===== src/rtl/tlc_pkg.sv =====
package tlc_pkg;
  typedef logic [1:0] lamp_t;
  localparam lamp_t LAMP_GREEN  = 2'b01;
  localparam lamp_t LAMP_YELLOW = 2'b10;
  localparam lamp_t LAMP_RED    = 2'b11;

  typedef enum logic [2:0] {
    PH_NS_GO,
    PH_NS_WARN,
    PH_GAP_A,
    PH_EW_GO,
    PH_EW_WARN,
    PH_GAP_B
  } phase_e;
endpackage


===== src/rtl/tlc_timer.sv =====
module tlc_timer #(
  parameter int CW      = 6,
  parameter int RST_VAL = 0
) (
  input  logic          clk,
  input  logic          rst,
  input  logic          load,
  input  logic [CW-1:0] load_val,
  output logic          expired
);
  logic [CW-1:0] cnt;

  always_ff @(posedge clk) begin
    if (rst)                cnt <= CW'(RST_VAL);
    else if (load)          cnt <= load_val;
    else if (cnt != '0)     cnt <= cnt - CW'(1);
  end

  assign expired = (cnt == '0);

  // the phase counter steps down by exactly one when no new phase begins
  a_r5_count_step: assert property (@(posedge clk) disable iff (rst)
    (!load && cnt != '0) |=> (cnt == $past(cnt) - CW'(1)));

  // a freshly loaded count is not already expired unless it was loaded with zero
  a_r7_load_taken: assert property (@(posedge clk) disable iff (rst)
    (load && load_val != '0) |=> !expired);
endmodule


===== src/rtl/tlc_seq.sv =====
module tlc_seq
  import tlc_pkg::*;
#(
  parameter int NS_MIN = 45,
  parameter int EW_GO  = 15,
  parameter int WARN   = 5,
  parameter int GAP    = 1,
  parameter int CW     = 6
) (
  input  logic          clk,
  input  logic          rst,
  input  logic          expired,
  input  logic          sens_ns,
  input  logic          sens_eb,
  input  logic          sens_wb,
  output phase_e        phase,
  output logic          load,
  output logic [CW-1:0] load_val
);
  phase_e nxt;
  logic   ns_only;

  assign ns_only = sens_ns && !sens_eb && !sens_wb;

  function automatic logic [CW-1:0] span_of(input phase_e p);
    case (p)
      PH_NS_GO:   span_of = CW'(NS_MIN - 1);
      PH_EW_GO:   span_of = CW'(EW_GO - 1);
      PH_NS_WARN,
      PH_EW_WARN: span_of = CW'(WARN - 1);
      default:    span_of = CW'(GAP - 1);
    endcase
  endfunction

  always_comb begin
    nxt = phase;
    if (expired) begin
      case (phase)
        PH_NS_GO:   nxt = ns_only ? PH_NS_GO : PH_NS_WARN;
        PH_NS_WARN: nxt = PH_GAP_A;
        PH_GAP_A:   nxt = PH_EW_GO;
        PH_EW_GO:   nxt = PH_EW_WARN;
        PH_EW_WARN: nxt = PH_GAP_B;
        default:    nxt = PH_NS_GO;
      endcase
    end
  end

  assign load     = (nxt != phase);
  assign load_val = span_of(nxt);

  always_ff @(posedge clk) begin
    if (rst) phase <= PH_GAP_B;
    else     phase <= nxt;
  end

  // after the minimum, a lone north-south request holds the green
  a_r8_hold: assert property (@(posedge clk) disable iff (rst)
    (phase == PH_NS_GO && expired && ns_only) |=> (phase == PH_NS_GO));

  // after the minimum, any other sensor pattern ends the green
  a_r8_release: assert property (@(posedge clk) disable iff (rst)
    (phase == PH_NS_GO && expired && !ns_only) |=> (phase == PH_NS_WARN));

  // before the minimum has elapsed, sensors cannot end the green
  a_r11_min_green: assert property (@(posedge clk) disable iff (rst)
    (phase == PH_NS_GO && !expired) |=> (phase == PH_NS_GO));

  // yellow is followed by an all-red gap
  a_r6_warn_to_red: assert property (@(posedge clk) disable iff (rst)
    ((phase == PH_NS_WARN || phase == PH_EW_WARN) && expired) |=>
      (phase == PH_GAP_A || phase == PH_GAP_B));
endmodule


===== src/rtl/tlc_lamps.sv =====
module tlc_lamps
  import tlc_pkg::*;
#(
  parameter int N_EW = 2
) (
  input  phase_e phase,
  output lamp_t  lamp_ns,
  output lamp_t  lamp_ew [N_EW]
);
  lamp_t ew_code;

  always_comb begin
    lamp_ns = LAMP_RED;
    ew_code = LAMP_RED;
    case (phase)
      PH_NS_GO:   lamp_ns = LAMP_GREEN;
      PH_NS_WARN: lamp_ns = LAMP_YELLOW;
      PH_EW_GO:   ew_code = LAMP_GREEN;
      PH_EW_WARN: ew_code = LAMP_YELLOW;
      default:    ;
    endcase
  end

  for (genvar i = 0; i < N_EW; i++) begin : g_ew
    assign lamp_ew[i] = ew_code;
  end
endmodule


===== src/rtl/tlc_top.sv =====
module tlc_top
  import tlc_pkg::*;
#(
  parameter int NS_MIN = 45,
  parameter int EW_GO  = 15,
  parameter int WARN   = 5,
  parameter int GAP    = 1
) (
  input  logic       clk,
  input  logic       rst,
  input  logic       sens_ns,
  input  logic       sens_eb,
  input  logic       sens_wb,
  output logic [1:0] lamp_ns,
  output logic [1:0] lamp_eb,
  output logic [1:0] lamp_wb
);
  localparam int LONG_A  = (NS_MIN > EW_GO) ? NS_MIN : EW_GO;
  localparam int LONG_B  = (WARN > GAP) ? WARN : GAP;
  localparam int LONGEST = (LONG_A > LONG_B) ? LONG_A : LONG_B;
  localparam int CW      = (LONGEST > 1) ? $clog2(LONGEST) : 1;

  logic          expired;
  logic          load;
  logic [CW-1:0] load_val;
  phase_e        phase;
  lamp_t         ew_lamps [2];

  tlc_timer #(.CW(CW), .RST_VAL(GAP - 1)) u_timer (
    .clk(clk), .rst(rst), .load(load), .load_val(load_val), .expired(expired)
  );

  tlc_seq #(
    .NS_MIN(NS_MIN), .EW_GO(EW_GO), .WARN(WARN), .GAP(GAP), .CW(CW)
  ) u_seq (
    .clk(clk), .rst(rst), .expired(expired),
    .sens_ns(sens_ns), .sens_eb(sens_eb), .sens_wb(sens_wb),
    .phase(phase), .load(load), .load_val(load_val)
  );

  tlc_lamps #(.N_EW(2)) u_lamps (
    .phase(phase), .lamp_ns(lamp_ns), .lamp_ew(ew_lamps)
  );

  assign lamp_eb = ew_lamps[0];
  assign lamp_wb = ew_lamps[1];

  // lamp outputs are always known once out of reset
  a_r1_known: assert property (@(posedge clk) disable iff (rst)
    !$isunknown({lamp_ns, lamp_eb, lamp_wb}));

  // the two east-west lamps always agree
  a_r2_ew_match: assert property (@(posedge clk) disable iff (rst)
    lamp_eb == lamp_wb);

  // a moving north-south lamp forces the east-west lamps red
  a_r3_ns_excl: assert property (@(posedge clk) disable iff (rst)
    (lamp_ns != LAMP_RED) |-> (lamp_eb == LAMP_RED && lamp_wb == LAMP_RED));

  // a moving east-west lamp forces the north-south lamp red
  a_r3_ew_excl: assert property (@(posedge clk) disable iff (rst)
    (lamp_eb != LAMP_RED || lamp_wb != LAMP_RED) |-> (lamp_ns == LAMP_RED));

  // east-west green leads straight to east-west yellow
  a_r5_ew_green_next: assert property (@(posedge clk) disable iff (rst)
    (lamp_eb == LAMP_GREEN) |=> (lamp_eb == LAMP_GREEN || lamp_eb == LAMP_YELLOW));
endmodule


===== config.mk =====
export PLATFORM = sky130hd
export DESIGN_NAME = tlc_top
export DESIGN_NICKNAME = d
export VERILOG_FILES = /design/src/rtl/tlc_pkg.sv /design/src/rtl/tlc_timer.sv /design/src/rtl/tlc_seq.sv /design/src/rtl/tlc_lamps.sv /design/src/rtl/tlc_top.sv
export SDC_FILE = /design/constraint.sdc
export NUM_CORES = 1
export LEC_CHECK = 0
export CORE_ASPECT_RATIO = 1.2
export CORE_MARGIN = 4
export CORE_UTILIZATION = 25
export CTS_BUF_LIST = sky130_fd_sc_hd__clkbuf_4
export DETAILED_ROUTE_END_ITERATION = 16
export DONT_BUFFER_PORTS = 1
export GPL_ROUTABILITY_DRIVEN = 0
export PLACE_DENSITY_LB_ADDON = 0.25
export SETUP_SLACK_MARGIN = 0.05
export SYNTH_ARGS = -nofsm -noshare
export SYNTH_HDL_FRONTEND = slang
export SYNTH_HIERARCHICAL = 1
export SYNTH_SLANG_ARGS = --single-unit

===== constraint.sdc =====
create_clock -name clk -period 1.9 [get_ports clk]
set_input_delay 0.57 -clock clk [delete_from_list [all_inputs] [get_ports clk]]
set_output_delay 0.57 -clock clk [all_outputs]
set_load 0.02 [all_outputs]

==> impl_metrics.env <==
export IMPL_outcome="completed"
export IMPL_cts_sinks=9
export IMPL_leakage_nw=0.3181
export IMPL_netSwitchingFraction=0.4403
export IMPL_synth_main_ff_cell="dfxtp_1"
export IMPL_via_per_inst=4.939
export IMPL_clock_skew_ns=0.0007420
export IMPL_slowest_stage="or3b_1"
export IMPL_clk_pin_slew_ns=0.07
export IMPL_grt_util_met1=0.1172
export IMPL_dr_pass1_iters=4
export IMPL_period_needed_ns=1.785
export IMPL_grt_util_all_layers=0.09703
export IMPL_slew_violations=0
export IMPL_hold_violations=0
export IMPL_cp_end_kind="primary output"
export IMPL_multi_input_area_um2=514.2
export IMPL_worst_setup_path_type="reg -> out"
export IMPL_cp_max_fo=8
export IMPL_initial_core_util=0.2621
export IMPL_ctsHoldBuffers=0
export IMPL_async_flop_share=0
export IMPL_rows=21
export IMPL_layout_commonest_cell="buf_4"
export IMPL_path_delay_family="simple AND/OR/NAND/NOR gates"
export IMPL_dp_cells=125
export IMPL_yosys_area_top_type="dfxtp_1"
export IMPL_cts_tree="yes"
export IMPL_whs_ns=0.3707
export IMPL_post_drt_wl_per_cell_um=12.60
export IMPL_wirelength_um=1651
export IMPL_die_x_um=57.57
export IMPL_timing_fmax_mhz=560.2
export IMPL_dp_hpwl_um=1227
export IMPL_portBuffers=0
export IMPL_maxCapViolCount=0
export IMPL_fin_crit_sh=0.9396
export IMPL_fin_area_um2=893.4
export IMPL_worstSkewPairLatency_ns=0.26
export IMPL_dieArea_mm2=0.003884
export IMPL_grtUsageMet2=0.1610
export IMPL_synth_warnings=6
export IMPL_synthTopCellsByArea="dfxtp_1 (24%), nor3b_1 (6.1%), buf_4 (5.1%), xnor2_1 (4.8%), mux2_2 (4.6%)"
export IMPL_num_fill_cells=294
export IMPL_final_cell_mix="buf_4 (12), dfxtp_1 (8), nor3b_1 (6), nand2_1 (6), a21oi_1 (5)"
export IMPL_syn_avg_cell_area_um2=8.280
export IMPL_setup_violations=0
export IMPL_final_setup_tns_ns=0
export IMPL_yosysSeqAreaShare=0.2445
export IMPL_p_sw_mw=0.7528
export IMPL_io_pin_count=11
export IMPL_p_clk_frac=0.100
export IMPL_grt_antenna_before_repair=0
export IMPL_syn_inst=89
export IMPL_grt_first_pass_wirelength_um=2932
export IMPL_numCtsBuffers=3
export IMPL_final_nets=105
export IMPL_worstPathArrival_ns=1.22
export IMPL_netlist_area_um2=737.0
export IMPL_min_path_type="in -> reg"
export IMPL_area_growth_syn_to_layout_pct=21.22
export IMPL_n_antenna_cell=0
export IMPL_start_kind="register"
export IMPL_pwr_density_cell_mw_per_mm2=1914
export IMPL_rsz0062_at_grt="false"
export IMPL_via_count=647
export IMPL_yosysTopAreaCellShare=0.2445
export IMPL_critPathRequiredTime_ns=1.33
export IMPL_post_dp_cell_area_um2=822.0
export IMPL_drtIter0Drc=13
export IMPL_use_met3=0.03059
export IMPL_p_int_mw=0.9569
export IMPL_regArea_um2=181.4
export IMPL_synth_distinct_cells=39
export IMPL_p_seq_frac=0.203
export IMPL_vdd_drop_max_mv=0.6636
export IMPL_pwr_share_comb=0.697
export IMPL_drc=0
export IMPL_globalRouteOverflowTotal=0
export IMPL_critPathMaxStageDelay_ns=0.49
export IMPL_grt_max_degree=15
export IMPL_htree_levels=1
export IMPL_postRouteAntennaNets=0
export IMPL_cts_root_buffer="clkbuf_4"
export IMPL_busiest_layer="met2"
export IMPL_die_h_um=67.48
export IMPL_worstPathCellList="or3b_1"
export IMPL_drive_gt1_frac=0.3608
export IMPL_path_buf_inv=0
export IMPL_core_mm2=0.002811
export IMPL_ys_ff_latch=9
export IMPL_synth_edff_count=0
export IMPL_grt_pass1_vias=644
export IMPL_cts_buffer_depth=2
export IMPL_fin_cells=131
==> cell usage after synthesis (all sizes together), types with 2 or more instances <==
library cell  n
o221ai        2
a21oi         6
dfxtp         9
ha            2
nand2         7
xnor2         4
o22ai         2
nor3          3
clkbuf        2
o21ai         2
or3b          2
o31ai         2
nor2          5
mux2          3
nor3b         6
or3           4
nand3b        2
buf           8
nand3         2
inv           4
==> per-layer routing <==
metal / vias up / wire length, um
met5: - / 0
li1: 330 / -
met1: 302 / 746
met3: 2 / 88
met4: 0 / 13
met2: 13 / 803
==> final cells by class <==
class,instances,area share
Clock buffer,4,0.03361
Inverter,4,0.01681
Multi-Input combinational cell,67,0.5756
Sequential cell,9,0.2031
Tap cell,34,0.04762
Timing Repair Buffer,13,0.1232
==> final timing paths <==
path                                      from             end  slack [ns]  cells after the start
worst min register to register  u_timer/cnt[5]  u_timer/cnt[5]        0.52                      2
worst max register to register  u_timer/cnt[4]  u_timer/cnt[2]        0.15                      7
worst min-delay path                       rst  u_seq/phase[1]        0.37                      1
worst max-delay path            u_seq/phase[0]      lamp_ns[0]        0.11                      1
==> state kept, by name (all words and copies together), names as in the netlist <==
register / cells
u_seq/phase: 3
u_timer/cnt: 6
==> kinds of logic after synthesis <==
kind of cell               count (synthesis)  synth area share
muxes                                      4           0.05942
adders and majority gates                  2           0.03395
DFF                                        9            0.2445
and+or+nand+nor                           37            0.3277
AOI/OAI and AO/OA                         18            0.1800
buffers and inverters                     14            0.1019
xor gates and xnor gates                   4           0.04753
other                                      1          0.005088
==> repair_timing <==
item / CTS / global route
gates resized for setup: 0 / 7
setup endpoints to repair: 0 / 8
buffers inserted: 0 / 2
==> through the flow <==
step,power (mW),utilization,setup WS (ns)
2_1_floorplan,1.181,-,0.05672
3_3_place_gp,1.425,0.2924,0.03633
3_5_place_dp,1.442,0.2924,0.02032
4_1_cts,1.627,0.3031,0.05818
5_1_grt,1.867,0.3178,0.05043
6_report,1.710,0.3178,0.1148
==> power by group through the flow <==
stage	logic, mW	registers, mW	clock network (mW)
after floorplan	0.850	0.332	0
after CTS	1.10	0.346	0.179
after global routing	1.32	0.362	0.188
after global placement	1.08	0.346	0
final	1.19	0.347	0.171
after detailed placement	1.09	0.348	0
Note: power is estimated with default switching activity, not from simulation.
